<file path="src/rtl/dwalk_pkg.sv">
package dwalk_pkg;
  localparam int ADDR_W = 32;
  localparam int WORD_W = 32;
  localparam int LEN_W  = 16;

  typedef enum logic [2:0] {
    ST_IDLE, ST_FETCH_LO, ST_FETCH_HI, ST_DECODE, ST_MOVE
  } walkState_t;

  typedef enum logic [1:0] {
    ACT_NOP = 2'b00, ACT_LEN = 2'b01, ACT_XFER = 2'b10, ACT_LINK = 2'b11
  } action_t;

  localparam logic [1:0] CODE_STOP  = 2'd0;
  localparam logic [1:0] CODE_FETCH = 2'd1;
  localparam logic [1:0] CODE_ADDR  = 2'd2;
  localparam logic [1:0] CODE_DATA  = 2'd3;

  typedef struct packed {
    logic loadBase;
    logic latchLo;
    logic latchHi;
    logic fetchHi;
    logic setLen;
    logic linkPtr;
    logic advPtr;
    logic loadMove;
    logic addTotal;
  } dpCtl_t;
endpackage

</file>
<file path="src/rtl/dwalk_datapath.sv">
module dwalk_datapath
  import dwalk_pkg::*;
#(
  parameter int CNT_W = 32
) (
  input  logic              clk,
  input  logic              rstN,
  input  dpCtl_t            ctl,
  input  logic              mode64,
  input  logic [ADDR_W-1:0] tableBase,
  input  logic [CNT_W-1:0]  expectedBytes,
  input  logic [WORD_W-1:0] memData,
  output logic [ADDR_W-1:0] memAddr,
  output logic [ADDR_W-1:0] moveAddr,
  output logic [LEN_W-1:0]  moveLen,
  output logic              fetchValid,
  output logic              descEnd,
  output logic              descInt,
  output action_t           descAct,
  output logic              formatBad,
  output logic              matchNow,
  output logic              matchAfterMove
);
  localparam int PAGE_BITS = 12;
  localparam int LEN_LSB64 = 16;
  localparam int STEP32    = WORD_W / 8;
  localparam int STEP64    = 2 * STEP32;

  logic [ADDR_W-1:0] ptr;
  logic [WORD_W-1:0] wordLo, wordHi;
  logic [LEN_W-1:0]  lenReg, mvLen;
  logic [ADDR_W-1:0] mvAddr;
  logic [CNT_W-1:0]  total;
  logic [ADDR_W-1:0] descAddr, stepVal;
  logic [LEN_W-1:0]  descLen;
  logic              rsvdBad, alignBad;

  assign descAddr = mode64 ? wordHi : {wordLo[ADDR_W-1:PAGE_BITS], {PAGE_BITS{1'b0}}};
  assign descLen  = mode64 ? wordLo[LEN_LSB64 +: LEN_W] : lenReg;
  assign stepVal  = mode64 ? ADDR_W'(STEP64) : ADDR_W'(STEP32);
  assign memAddr  = ctl.fetchHi ? ptr + ADDR_W'(STEP32) : ptr;

  assign fetchValid = memData[0];
  assign descEnd    = wordLo[1];
  assign descInt    = wordLo[2];
  assign descAct    = action_t'(wordLo[5:4]);

  // reserved-field check and two-word alignment check
  assign rsvdBad  = wordLo[3] | (|wordLo[11:6]) | (mode64 & (|wordLo[15:12]));
  assign alignBad = mode64 & ((wordLo[5] & (|wordHi[1:0])) |
                              ((descAct == ACT_XFER) & (|wordLo[LEN_LSB64 +: 2])));
  assign formatBad = rsvdBad | alignBad;

  assign matchNow       = (total == expectedBytes);
  assign matchAfterMove = ((total + CNT_W'(mvLen)) == expectedBytes);

  assign moveAddr = mvAddr;
  assign moveLen  = mvLen;

  always_ff @(posedge clk) begin
    if (!rstN) begin
      ptr    <= '0;
      wordLo <= '0;
      wordHi <= '0;
      lenReg <= '0;
      mvAddr <= '0;
      mvLen  <= '0;
      total  <= '0;
    end else begin
      if (ctl.loadBase) begin
        ptr    <= tableBase;
        total  <= '0;
        lenReg <= '0;
      end
      if (ctl.latchLo)  wordLo <= memData;
      if (ctl.latchHi)  wordHi <= memData;
      if (ctl.setLen)   lenReg <= wordLo[PAGE_BITS +: LEN_W];
      if (ctl.linkPtr)     ptr <= descAddr;
      else if (ctl.advPtr) ptr <= ptr + stepVal;
      if (ctl.loadMove) begin
        mvAddr <= descAddr;
        mvLen  <= descLen;
      end
      if (ctl.addTotal) total <= total + CNT_W'(mvLen);
    end
  end
endmodule

</file>
<file path="src/rtl/dwalk_control.sv">
module dwalk_control
  import dwalk_pkg::*;
(
  input  logic       clk,
  input  logic       rstN,
  input  logic       start,
  input  logic       abort,
  input  logic       mode64,
  input  logic       memAck,
  input  logic       moveDone,
  input  logic       fetchValid,
  input  logic       descEnd,
  input  logic       descInt,
  input  action_t    descAct,
  input  logic       formatBad,
  input  logic       matchNow,
  input  logic       matchAfterMove,
  output dpCtl_t     ctl,
  output logic       memReq,
  output logic       moveReq,
  output logic       busy,
  output logic       done,
  output logic       irq,
  output logic       descErr,
  output logic       lenErr,
  output logic [1:0] errState
);
  walkState_t state, nxt;
  logic       finish, matchSel;
  logic       irqSet, doneSet, descErrSet, lenErrSet;
  logic [1:0] errCode;

  always_comb begin
    ctl        = '0;
    nxt        = state;
    finish     = 1'b0;
    matchSel   = matchNow;
    irqSet     = 1'b0;
    doneSet    = 1'b0;
    descErrSet = 1'b0;
    lenErrSet  = 1'b0;
    errCode    = CODE_STOP;
    case (state)
      ST_IDLE: begin
        if (start) begin
          ctl.loadBase = 1'b1;
          nxt          = ST_FETCH_LO;
        end
      end
      ST_FETCH_LO: begin
        if (memAck) begin
          if (!fetchValid) begin
            descErrSet = 1'b1;
            errCode    = CODE_FETCH;
            nxt        = ST_IDLE;
          end else begin
            ctl.latchLo = 1'b1;
            nxt         = mode64 ? ST_FETCH_HI : ST_DECODE;
          end
        end
      end
      ST_FETCH_HI: begin
        ctl.fetchHi = 1'b1;
        if (memAck) begin
          ctl.latchHi = 1'b1;
          nxt         = ST_DECODE;
        end
      end
      ST_DECODE: begin
        if (formatBad) begin
          descErrSet = 1'b1;
          errCode    = CODE_ADDR;
          nxt        = ST_IDLE;
        end else begin
          case (descAct)
            ACT_XFER: begin
              ctl.loadMove = 1'b1;
              nxt          = ST_MOVE;
            end
            ACT_LINK: begin
              ctl.linkPtr = 1'b1;
              finish      = 1'b1;
            end
            ACT_LEN: begin
              ctl.setLen = !mode64;
              ctl.advPtr = 1'b1;
              finish     = 1'b1;
            end
            default: begin
              ctl.advPtr = 1'b1;
              finish     = 1'b1;
            end
          endcase
        end
      end
      ST_MOVE: begin
        if (moveDone) begin
          ctl.addTotal = 1'b1;
          ctl.advPtr   = 1'b1;
          finish       = 1'b1;
          matchSel     = matchAfterMove;
        end
      end
      default: nxt = ST_IDLE;
    endcase

    if (finish) begin
      irqSet = descInt;
      if (descEnd) begin
        doneSet   = 1'b1;
        lenErrSet = !matchSel;
        nxt       = ST_IDLE;
      end else begin
        nxt = ST_FETCH_LO;
      end
    end

    if (abort) begin
      ctl        = '0;
      nxt        = ST_IDLE;
      irqSet     = 1'b0;
      doneSet    = 1'b0;
      descErrSet = 1'b0;
      lenErrSet  = 1'b0;
    end
  end

  always_ff @(posedge clk) begin
    if (!rstN) begin
      state    <= ST_IDLE;
      irq      <= 1'b0;
      done     <= 1'b0;
      descErr  <= 1'b0;
      lenErr   <= 1'b0;
      errState <= CODE_STOP;
    end else begin
      state <= nxt;
      irq   <= irqSet;
      done  <= doneSet;
      if (ctl.loadBase) begin
        descErr  <= 1'b0;
        lenErr   <= 1'b0;
        errState <= CODE_STOP;
      end
      if (descErrSet) begin
        descErr  <= 1'b1;
        errState <= errCode;
      end
      if (lenErrSet) begin
        lenErr   <= 1'b1;
        errState <= CODE_DATA;
      end
    end
  end

  assign memReq  = (state == ST_FETCH_LO) || (state == ST_FETCH_HI);
  assign moveReq = (state == ST_MOVE);
  assign busy    = (state != ST_IDLE);
endmodule

</file>
<file path="src/rtl/desc_walker.sv">
module desc_walker
  import dwalk_pkg::*;
#(
  parameter int CNT_W = 32
) (
  input  logic              clk,
  input  logic              rstN,
  input  logic              start,
  input  logic              abort,
  input  logic              mode64,
  input  logic [ADDR_W-1:0] tableBase,
  input  logic [CNT_W-1:0]  expectedBytes,
  output logic              memReq,
  output logic [ADDR_W-1:0] memAddr,
  input  logic              memAck,
  input  logic [WORD_W-1:0] memData,
  output logic              moveReq,
  output logic [ADDR_W-1:0] moveAddr,
  output logic [LEN_W-1:0]  moveLen,
  input  logic              moveDone,
  output logic              busy,
  output logic              done,
  output logic              irq,
  output logic              descErr,
  output logic              lenErr,
  output logic [1:0]        errState
);
  dpCtl_t  ctl;
  logic    fetchValid, descEnd, descInt, formatBad, matchNow, matchAfterMove;
  action_t descAct;

  dwalk_control u_ctrl (
    .clk(clk), .rstN(rstN), .start(start), .abort(abort), .mode64(mode64),
    .memAck(memAck), .moveDone(moveDone), .fetchValid(fetchValid),
    .descEnd(descEnd), .descInt(descInt), .descAct(descAct),
    .formatBad(formatBad), .matchNow(matchNow), .matchAfterMove(matchAfterMove),
    .ctl(ctl), .memReq(memReq), .moveReq(moveReq), .busy(busy), .done(done),
    .irq(irq), .descErr(descErr), .lenErr(lenErr), .errState(errState)
  );

  dwalk_datapath #(.CNT_W(CNT_W)) u_dp (
    .clk(clk), .rstN(rstN), .ctl(ctl), .mode64(mode64), .tableBase(tableBase),
    .expectedBytes(expectedBytes), .memData(memData), .memAddr(memAddr),
    .moveAddr(moveAddr), .moveLen(moveLen), .fetchValid(fetchValid),
    .descEnd(descEnd), .descInt(descInt), .descAct(descAct),
    .formatBad(formatBad), .matchNow(matchNow), .matchAfterMove(matchAfterMove)
  );
endmodule

</file>
<file path="config.mk">
export PLATFORM = sky130hd
export DESIGN_NAME = desc_walker
export DESIGN_NICKNAME = d
export VERILOG_FILES = /design/src/rtl/dwalk_pkg.sv /design/src/rtl/dwalk_datapath.sv /design/src/rtl/dwalk_control.sv /design/src/rtl/desc_walker.sv
export SDC_FILE = /design/constraint.sdc
export NUM_CORES = 1
export LEC_CHECK = 0
export BUFFER_PORTS_ARGS = -buffer_cell sky130_fd_sc_hd__buf_2
export CAP_MARGIN = 40
export CORE_MARGIN = 3
export CORE_UTILIZATION = 60
export CTS_CLUSTER_DIAMETER = 40
export DETAILED_ROUTE_END_ITERATION = 8
export PLACE_DENSITY = 0.84
export SKIP_CTS_REPAIR_TIMING = 1
export SYNTH_ARGS = -nofsm -noshare
export SYNTH_HDL_FRONTEND = slang
export SYNTH_SLANG_ARGS = --single-unit
</file>
<file path="constraint.sdc">
create_clock -name clk -period 4.76 [get_ports clk]
set_input_delay 0.238 -clock clk [delete_from_list [all_inputs] [get_ports clk]]
set_output_delay 0.238 -clock clk [all_outputs]
set_load 0.1 [all_outputs]
</file>
==> results of run 1 <==
[state kept, by name, summed over array words and instances (netlist names), 2 cells and up]
signal / cells
u_dp.moveAddr: 32
u_dp.ptr: 32
u_ctrl.state: 3
u_dp.wordLo: 31
u_dp.lenReg: 16
u_dp.total: 32
u_dp.wordHi: 32
u_ctrl.errState: 2
u_dp.moveLen: 16
[power by group through the flow]
stage | Sequential [W] | Clock, W | Combinational [W]
floorplan | 0.00175 | 0 | 0.000333
CTS | 0.00173 | 0.00160 | 0.000442
finish | 0.00174 | 0.00159 | 0.000446
global placement | 0.00177 | 0 | 0.000434
global route | 0.00174 | 0.00167 | 0.000471
detailed placement | 0.00177 | 0 | 0.000440
[worst paths after layout]
path         depth (start not counted)  slack [ps]          endpoint        startpoint
max                                  7        1080       memAddr[27]   u_ctrl.state[1]
min                                  3          30       u_dp.ptr[0]      tableBase[0]
max reg2reg                         12        1510      u_dp.ptr[10]   u_ctrl.state[2]
min reg2reg                          2         450  u_dp.moveAddr[5]  u_dp.moveAddr[5]
[final cells by class]
class / instances / share of cell area [%]
tap: 229 / 2.22
clock buffer: 17 / 3.29
inverter: 17 / 0.513
sequential: 200 / 31.0
clock inverter: 15 / 1.84
timing repair buffer: 212 / 8.98
multi-input combinational: 1124 / 52.2
[logic make-up (layout without fill, tap and decap cells)]
logic type | count (synthesis) | after routing | share of synthesized area [%]
DFF | 200 | 200 | 35.6
adders and majority gates | 21 | 21 | 2.47
and+or+nand+nor | 584 | 584 | 24.3
xor gates and xnor gates | 118 | 118 | 9.67
muxes | 40 | 40 | 3.56
AOI/OAI and AO/OA | 361 | 361 | 19.9
buffers and inverters | 123 | 261 | 4.60
[synthesized netlist by cell type, drive strengths merged (3+ instances only)]
library cell  count  area [sq um]
xor2             46           403
nor2            121           459
nor3             32           165
o22ai             9          56.3
inv              17          63.8
clkbuf           72           273
nand2           240           903
a311oi            3          26.3
nor3b             3          27.5
and2              7          46.3
buf              34           181
o21ai            56           284
mux2i            40           400
or4               6          45.0
or3              13          82.6
and3             13          82.6
a211oi           50           375
nand2b            9          56.3
dfxtp           200          4000
o21a              6          52.6
a22oi             4          30.0
ha               19           238
nand3            75           388
nor2b             3          18.8
a221oi            4          35.0
nor4b             3          41.3
o21bai            3          22.5
a31oi            10          62.6
o211ai            9          67.6
xnor2            68           596
a21oi           175           895
o2111ai           4          52.6
xnor3             4          90.1
or2               9          56.3
a222oi            5          50.1
nand4            26           163
nor4              9          68.8
o211a             4          40.0
a21o              5          45.0
and4              6          53.8
a2111oi           3          45.1
[through the flow]
| stage | instances | total power (W) | cell area (sq um) | worst slack [ps] |
|---|---|---|---|---|
| 2_1_floorplan | 1447 | 0.00209 | 11300 | 1170 |
| 3_3_place_gp | 1777 | 0.00221 | 12200 | 1600 |
| 3_5_place_dp | 1782 | 0.00221 | 12300 | 1600 |
| 4_1_cts | 1814 | 0.00377 | 12900 | 1120 |
| 5_1_grt | 1814 | 0.00388 | 12900 | 903 |
| 6_report | 1814 | 0.00378 | 12900 | 1080 |
[worst max-delay path: cells and delay by family (launching register included)]
family | cells | cell delay, ps
AND/OR/NAND/NOR | 5 | 1740
flip-flops | 1 | 530
buffers and inverters | 1 | 480
XOR/XNOR | 1 | 230
[layer usage]
metal  global-route usage, %  vias to the layer above  wire length (um)
li1                        -                     5361                 -
met1                    45.6                     5368             14600
met2                    51.3                      522             15900
met3                    5.93                       89              3000
met4                    13.4                        2              1230
met5                       0                        -                 7
==> summary by stage, run 1 <==
Synthesis
The average instance in the mapped netlist occupies approximately 8 sq um. The register bit count reported by yosys is 200. After synthesis, flip-flops and latches occupy 35.6% of the total area. The number of distinct library cells after synthesis is 82. The post-synthesis async set-or-reset flop share is 0%. When the netlist entered floorplanning its net count stood at 1571. The synthesized design contains 0 enable-type register cells. The area of the mapped netlist is between 10000 and 15000 sq um. The number of synthesis warnings is 0. The post-synthesis cell count is 1447.

The most used flip-flop cell after synthesis is sky130_fd_sc_hd__dfxtp_1.

Placement
At the end of routability-driven placement, the weighted congestion stood at 0.990. The count of input and output buffers is 191. Summed over all nets, the half-perimeter wirelength after detailed placement is 24.8 mm.

Floorplanning
The floorplan step defined a core boundary enclosing 18200 sq um. The die covers 20400 sq um. After floorplanning, the core was divided into 49 placement rows.

about 190 I/O pins were placed. From left edge to right edge, the die measures 143 um. The starting density of the core is 61.8%. The floorplan step set the die height to 143 um.

Timing
Measured against its own limit, the worst slew margin works out to 41.2%. The number of failing hold endpoints at the final stage was 0. Of the available clock period, the critical path in the final layout requires 77.2%. At the pin with the least slew margin, the transition time is 876 ps. Setup violations remaining at the end of the flow were counted as 0. The maximum clock frequency is 0.272 GHz.

The final critical delay including setup and external delays is 3680 ps. For the final database, setup skew stands at about 19 ps. The smallest hold slack is 27.2 ps. Setup repair after global routing left no endpoint under its margin.

Adding up every negative setup slack in the final design gives 0 ps. The max-slew violation count is 0.

GRT
The number of global-route vias before repair is a little over 10000. Entering global routing, the biggest net connects 81 pins. The global-route wire length before repair is 54.1 mm. The aggregate global routing overflow is 0.

The number of antenna violations at the first check in global routing is 2. The overall track demand over capacity in global routing is 33.0%.

Detailed routing
In the routed design, unresolved DRC markers number 0. The number of vias in the routed layout is roughly 11000. After detailed routing, the number of vias per cell comes to 6.25.

The pre-antenna-repair detailed-routing pass consisted of 5 iterations. The final wirelength is 34.8 mm. The detailed router's first-iteration violation count is 939. The average wire length per cell after detail routing is 19.2 um. The final antenna-violating net count is 0.

Job
The number of max-capacitance violations reported is 0.

Clocking
The number of clock buffers added by TritonCTS is 17. After clock tree synthesis, the clock-pin slew on the worst setup and hold paths is around 80 ps. The longest clock path from root to sink contains 2 buffers.

The number of sinks on the clock net is 200. Clock tree synthesis selected as its root buffer the cell sky130_fd_sc_hd__clkbuf_16. The TritonCTS clock tree is yes.

CTS built an H-tree with a depth of 4. The worst-skew pair later-pin latency is around 450 ps.

Worst setup path
The critical path endpoint category is a primary output. The critical path's largest stage delay is ~530 ps. The startpoint kind of the worst setup timing path is a flop. Data on the critical path is required at its endpoint by 4520 ps. The setup path with the least slack is of type flop to primary output. Walking the worst path, the cells encountered are nor4b_4, nand4_1, nor3_2, nand3_1, nand2b_1, xnor2_1, buf_2. At the worst endpoint, the arrival time is 3440 ps. The largest fanout of any net on the critical path is 11. The largest individual stage delay along the critical path comes from the cell sky130_fd_sc_hd__dfxtp_1.

Pwr
The power share of the sequential group is 46.0%. The total power per unit cell area is 292 nW/um^2. For this design the total switching power over the nets is 0.00109 W.

In this run, the clock network consumes about 42% of the power. The analysis attributes to cell leakage a power of roughly 4.9 nW. Net switching is 29.0% of the power.

Internal power comes to 0.00268 W. The portion of total power attributed to combinational logic is 11.8%. The worst vdd rail ir drop is 0.000295 V.

Finish
The number of nets at the end of the flow is between 1500 and 2000. Fill cells in the final layout number 1470. In the layout the commonest cells are sky130_fd_sc_hd__nand2_1 (239), sky130_fd_sc_hd__dfxtp_1 (200), sky130_fd_sc_hd__buf_2 (191). The share of post-route cells with drive strength above 1 is 17.5%.

The area taken by multi-input logic gates is 6750 sq um. The number of antenna repair diodes is 0. Measured on the finished design, the core utilization comes to 71.0%. The library cell used most frequently in the layout, excluding fill and tap cells, is sky130_fd_sc_hd__nand2_1. The sequential cell area is 4000 sq um. The layout overhead on the synthesized area is 14.8%.

Min path
In this run the worst hold path is classified as input port to flop.

Outcome
The run finished with clean final reports.
Note: power is estimated with default switching activity, not from simulation.
==> run 2: changes to the inputs <==
CORE_UTILIZATION = 52   (was 60)
PLACE_DENSITY = 0.78   (was 0.84)
clock period = 3.3 ns   (was 4.76 ns; I/O delays follow)
==> run 2 against run 1 <==
Net effect: the run now ends with hold timing left; utilization shrank 7.2 points; critical path depth increased by 1; design area rose by 4.4%; sequential share of layout area decreased by 1.3 points; clock-buffer cell count unchanged; global-route usage shrank 4.2 points; combinational power up 55%; register-to-register slack got worse by 1400 ps; clock power increased by 33%.
==> summary by stage, run 2 (synthesis results as in run 1) <==
Outcome
The flow ran to the end, but the final reports show violations. The final reports fail on hold timing.

Floorplanning
The starting density of the core was 53.2% (-8.6 points). The total die area is 23500 sq um (+15%). The area of the core came to 21200 sq um (+16%). The horizontal die dimension was 153 um (+7.1%). The number of placed I/O pins came to 192 (unchanged). The die height came to 153 um (+7.1%).

The site row count is 53 (+8.2%).

Detailed routing
The detailed router's first-iteration violation count is 1009 (+7.5%). The average via count per standard cell was 6.00 (-4.1%). The total iterations of the first detailed-routing run is 7 (+2). The number of vias in the routed layout is 11397 (+0.48%). The final routed DRC violation total is 0 (unchanged). The final wirelength came to 35.9 mm (+3.3%). The final antenna-violating net count was 0 (unchanged). The average wire length per cell after detail routing came to 18.9 um (-1.4%).

Timing
The worst slew margin relative to its limit came to 43.5% (+2.4 points). The smallest hold slack is -14.4 ps (-41.7 ps). The transition time of the tightest slew-check pin is 840 ps (-35.3 ps). The routed design could run at a clock period as short as 3200 ps. After layout, the worst path uses 97.0% of the clock period.

The number of failing hold endpoints at the final stage is 5 (+5). The max-slew violation count is 0 (unchanged). The final setup violation count is 0 (unchanged). The post-route clock skew is 24.0 ps (+4.57 ps).

The total negative setup slack is 0 ps (unchanged). The setup slack of the critical path after layout is 99.6 ps (-983 ps). Timing would allow up to about 0.31 GHz.

Worst setup path
The worst setup path is captured at a primary output. The critical path is of the flop to primary output type. The required time at the worst-slack endpoint is 3130 ps (-1390 ps). The largest fanout of any net on the critical path was 10 (-1). The data arrival time of the critical path came to 3040 ps (-400 ps). The launch point of the worst path is u_ctrl.state[0]. The critical register-to-register path startpoint is u_dp.total[0]. STA classifies the critical path startpoint as a flop.

GRT
The global-route wire length before repair came to 55.5 mm (+2.5%). The overall track demand over capacity in global routing was 28.9% (-4.2 points). The largest net degree at the start of global routing is 116 (+43%). The aggregate global routing overflow is 0 (unchanged). The number of global-route vias before repair is 10242 (-0.11%). The number of antenna violations at the first check in global routing is 1 (-1).

Placement
The placed instance area is 12500 sq um (+2.3%). The count of input and output buffers came to 191 (unchanged). The placed cell count is 1841 (+3.3%). The worst setup slack after placement came to 132 ps (-1470 ps).

The final weighted congestion in routability-driven placement is 0.970 (-2.0%). The placed wire-length estimate was 25.7 mm (+3.6%).

Finish
Leaving out fill and tap cells, the most frequent cells in the layout are sky130_fd_sc_hd__nand2_1 (239), sky130_fd_sc_hd__dfxtp_1 (196), sky130_fd_sc_hd__buf_2 (184). Leaving out fill and tap cells, the most frequent cell in the layout is sky130_fd_sc_hd__nand2_1. The final design area excluding fillers is 13500 sq um (+4.4%). The share of post-route cells with drive strength above 1 was 19.4% (+2.0 points).

The number of antenna repair diodes was 0 (unchanged). The number of nets at the end of the flow is 1737 (+2.4%). The final non-filler cell total is 1901 (+4.8%).

From synthesis to final layout, the design area changed by 19.8%.

Clocking
The clock-pin slew on the worst setup and hold paths is 80 ps (about the same). The H-tree level count is 4 (unchanged). The clock root buffer is sky130_fd_sc_hd__clkbuf_16. The number of sinks on the clock net is 200 (unchanged). The worst-skew pair later-pin latency is 450 ps (about the same).

The number of CTS-inserted buffers is 17 (unchanged). The TritonCTS clock tree is yes. The maximum count of clock buffers along a single path came to 2 (unchanged).

Job
The number of max-capacitance violations reported is 0 (unchanged).

Min path
The path class of the lowest-slack min-delay path is input port to flop. The startpoint of the tightest hold check path is memData[25].

Pwr
The static leakage is 5.12 nW (+4.5%). The total power per unit cell area came to 394 nW/um^2 (+35%). The worst vdd rail ir drop is 0.000368 V (+25%).
[run 2: final timing paths]
check	endpoint	slack [ps]	depth (start not counted)
max	memAddr[22]	100	8
min	u_dp.wordLo[25]	-10	3
max reg2reg	u_ctrl.errState[0]	140	12
min reg2reg	u_dp.moveAddr[4]	450	2
[run 2: cell type report]
cell class	count	area, sq um
timing repair buffer	253	1570
multi-input combinational	1124	6890
tap	275	344
clock buffer	17	425
fill	1855	7660
sequential	200	4010
inverter	17	66.3
clock inverter	15	184
[run 2: worst max-delay path, cell delays in order (launching register included)]
cell,delay (ps)
sky130_fd_sc_hd__dfxtp_1,440
sky130_fd_sc_hd__nor4b_4,390
sky130_fd_sc_hd__nand2_1,160
sky130_fd_sc_hd__nor2_1,190
sky130_fd_sc_hd__nand3_1,260
sky130_fd_sc_hd__or3_1,500
sky130_fd_sc_hd__nor2_1,190
sky130_fd_sc_hd__xor2_2,200
sky130_fd_sc_hd__buf_6,250
[run 2: layer usage]
metal,wire length [um],track usage [%],vias to the layer above
met3,3060,4.76,58
met2,16500,45.0,571
met5,13,0,-
met1,15500,41.3,5331
li1,-,-,5435
met4,841,8.40,2
[run 2: through the flow]
step                      hold WS [ps]  total power (W)  util, %
final                            -14.4          0.00532     63.8
after global placement             407          0.00321     59.2
after floorplan                    301          0.00302        -
after CTS                        -51.1          0.00531     62.2
after detailed placement           417          0.00321     59.3
after global routing             0.529          0.00548     63.8
[run 2: report_power, final]
part / switching, W / total, W / internal [W] / leakage, nW
logic: 0.000476 / 0.000693 / 0.000217 / 3.21
registers: 0.0000606 / 0.00251 / 0.00245 / 1.62
clock network: 0.00110 / 0.00212 / 0.00103 / 0.286
==> run 3: changes to the inputs <==
CORE_ASPECT_RATIO = 1.1   (was not set)
==> run 3 against run 2 <==
Net effect: the flow still finishes with violations (hold timing); die area about the same; design area increased by 0.78%; sequential cell count unchanged; routed wire length increased by 3.2%; critical path depth decreased by 1; via count increased by 1.6%; non-clock buffer count increased by 13; worst hold slack improved by 6.6 ps; register-to-register slack improved by 40 ps; critical endpoint is now memAddr[20]; combinational power increased by 0.7%; global-route usage increased by 1.1 points.
==> summary by stage, run 3 (synthesis results as in run 1) <==
Worst setup path
The depth of the worst register-to-register path is 10 (-2). The critical path endpoint category is a primary output. The critical path ends at memAddr[20].

The required time at the worst-slack endpoint is 3130 ps (about the same). The largest fanout of any net on the critical path is 10 (unchanged). The internal reg-to-reg setup slack came to 180 ps (+40 ps). The critical register-to-register path startpoint is u_dp.total[7]. The critical path is of the flop to primary output type. The launch point of the worst path is u_ctrl.state[0]. The worst register-to-register path ends at u_ctrl.errState[0]. The startpoint kind of the worst setup timing path is a flop.

The data arrival time of the critical path is 2960 ps (-80 ps).

Clocking
The TritonCTS clock tree is yes. The clock root buffer is sky130_fd_sc_hd__clkbuf_16. The H-tree level count is 4 (unchanged). The number of CTS-inserted buffers is 17 (unchanged).

The maximum count of clock buffers along a single path is 2 (unchanged). The worst-skew pair later-pin latency came to 440 ps (about the same). The clock-pin slew on the worst setup and hold paths is 80 ps (about the same). The number of sinks on the clock net is 200 (unchanged).

Outcome
The final reports fail on hold timing. The run finished, with violations left.

Floorplanning
The number of placed I/O pins is 192 (unchanged). The starting density of the core is 53.8% (+0.60 points). The horizontal die dimension is 146 um (-4.5%). The total die area came to 23500 sq um (about the same). The area of the core was 20900 sq um (-1.1%).

The die height came to 160 um (+4.7%). The site row count is 55 (+3.8%).

Timing
The final cycle utilization of the critical path is 94.8% (-2.2 points). The transition time of the tightest slew-check pin is 782 ps (-58.0 ps). The post-route clock skew came to 17.3 ps (-6.77 ps). The final critical delay including setup and external delays was 3130 ps (-73.6 ps). Setup repair after global routing left no endpoint under its margin. The smallest hold slack is -7.87 ps (+6.57 ps). The max-slew violation count is 0 (unchanged). The final setup violation count was 0 (unchanged). The worst slew margin relative to its limit is 47.8% (+4.3 points). The number of failing hold endpoints at the final stage is 3 (-2).

The maximum clock frequency came to 0.320 GHz (+2.4%). The setup slack of the critical path after layout was 173 ps (+73.6 ps).

Placement
The count of input and output buffers is 191 (unchanged). The placed instance area is 12600 sq um (+0.47%). The placed wire-length estimate was 26.9 mm (+4.4%).

The final weighted congestion in routability-driven placement is 1.00 (+3.3%). The worst setup slack after placement is 85.2 ps (-46.5 ps). The placed cell count is 1860 (+1.0%).

Detailed routing
The detailed router's first-iteration violation count was 1053 (+4.4%). The number of vias in the routed layout was 11583 (+1.6%). The average via count per standard cell is 6.02 (+0.42%). The final routed DRC violation total came to 0 (unchanged).

The average wire length per cell after detail routing is 19.3 um (+1.9%). The final antenna-violating net count is 0 (unchanged). The total iterations of the first detailed-routing run came to 7 (unchanged).

The final wirelength is 37.1 mm (+3.2%).

Finish
The final non-filler cell total came to 1924 (+1.2%). The share of post-route cells with drive strength above 1 is 19.9% (+0.46 points). Leaving out fill and tap cells, the most frequent cell in the layout is sky130_fd_sc_hd__nand2_1. The final design area excluding fillers is 13600 sq um (+0.78%). The library cells used most frequently in the layout, excluding fill and tap cells, are sky130_fd_sc_hd__nand2_1 (239), sky130_fd_sc_hd__dfxtp_1 (197), sky130_fd_sc_hd__buf_2 (183). The number of antenna repair diodes is 0 (unchanged). Compared with the post-synthesis result, the final layout area differs by 20.8%. The number of nets at the end of the flow is 1750 (+0.75%). The core occupancy in the finished layout is 65.0% (+1.2 points).

Pwr
The static leakage was 5.20 nW (+1.6%). The worst vdd rail ir drop is 0.000327 V (-11%). The total power per unit cell area is 391 nW/um^2 (-0.75%).

Min path
The path class of the tightest hold or removal check is input port to flop.

GRT
The number of global-route vias before repair came to 10693 (+4.4%). The largest net degree at the start of global routing is 73 (-37%). The number of antenna violations at the first check in global routing is 0 (-1). The overall track demand over capacity in global routing is 29.9% (+1.1 points).

The global-route wire length before repair is 57.3 mm (+3.3%). The aggregate global routing overflow is 0 (unchanged).

Job
The number of max-capacitance violations reported is 0 (unchanged).
-- run 3: per-stage QoR --
| stage | setup TNS, ps | power, W |
|---|---|---|
| after floorplan | -779 | 0.00302 |
| after global placement | 0 | 0.00321 |
| after detailed placement | 0 | 0.00321 |
| after CTS | -181 | 0.00530 |
| after global routing | 0 | 0.00548 |
| final | 0 | 0.00532 |
-- run 3: cell type report --
class	instances	area, sq um
timing repair buffer	266	1670
clock inverter	15	176
clock buffer	17	425
fill	1861	7320
multi-input combinational	1124	6900
sequential	200	4010
inverter	17	66.3
tap	285	357
-- run 3: how the worst min path moves through the flow --
stage	from	end	slack, ps	cells past startpoint
2_1_floorplan	memData[0]	u_dp.wordHi[0]	300	2
3_3_place_gp	memData[16]	u_dp.wordHi[16]	420	3
3_5_place_dp	memData[24]	u_dp.wordHi[24]	420	3
4_1_cts	memData[25]	u_dp.wordHi[25]	-40	3
5_1_grt	memData[20]	u_dp.wordHi[20]	3	3
6_report	memData[20]	u_dp.wordHi[20]	-8	3
-- run 3: metal layers --
| metal | global-route usage, % | vias up | wire (um) |
|---|---|---|---|
| li1 | - | 5470 | - |
| met1 | 40.4 | 5459 | 15800 |
| met2 | 49.4 | 567 | 17500 |
| met3 | 4.91 | 87 | 2820 |
| met4 | 8.98 | 0 | 944 |
| met5 | 0 | - | 0 |
-- run 3: report_power, final --
group / switching, W / internal (W)
combinational: 0.000480 / 0.000218
clock: 0.00109 / 0.00103
sequential: 0.0000599 / 0.00244
total: 0.00163 / 0.00369
-- run 3: worst max-delay path: stages (launching register included) --
cell	delay, ps
sky130_fd_sc_hd__dfxtp_1	430
sky130_fd_sc_hd__nor4b_4	390
sky130_fd_sc_hd__nand2_1	150
sky130_fd_sc_hd__nor2_1	190
sky130_fd_sc_hd__nand3_1	230
sky130_fd_sc_hd__or3_4	480
sky130_fd_sc_hd__xnor2_1	180
sky130_fd_sc_hd__buf_2	450
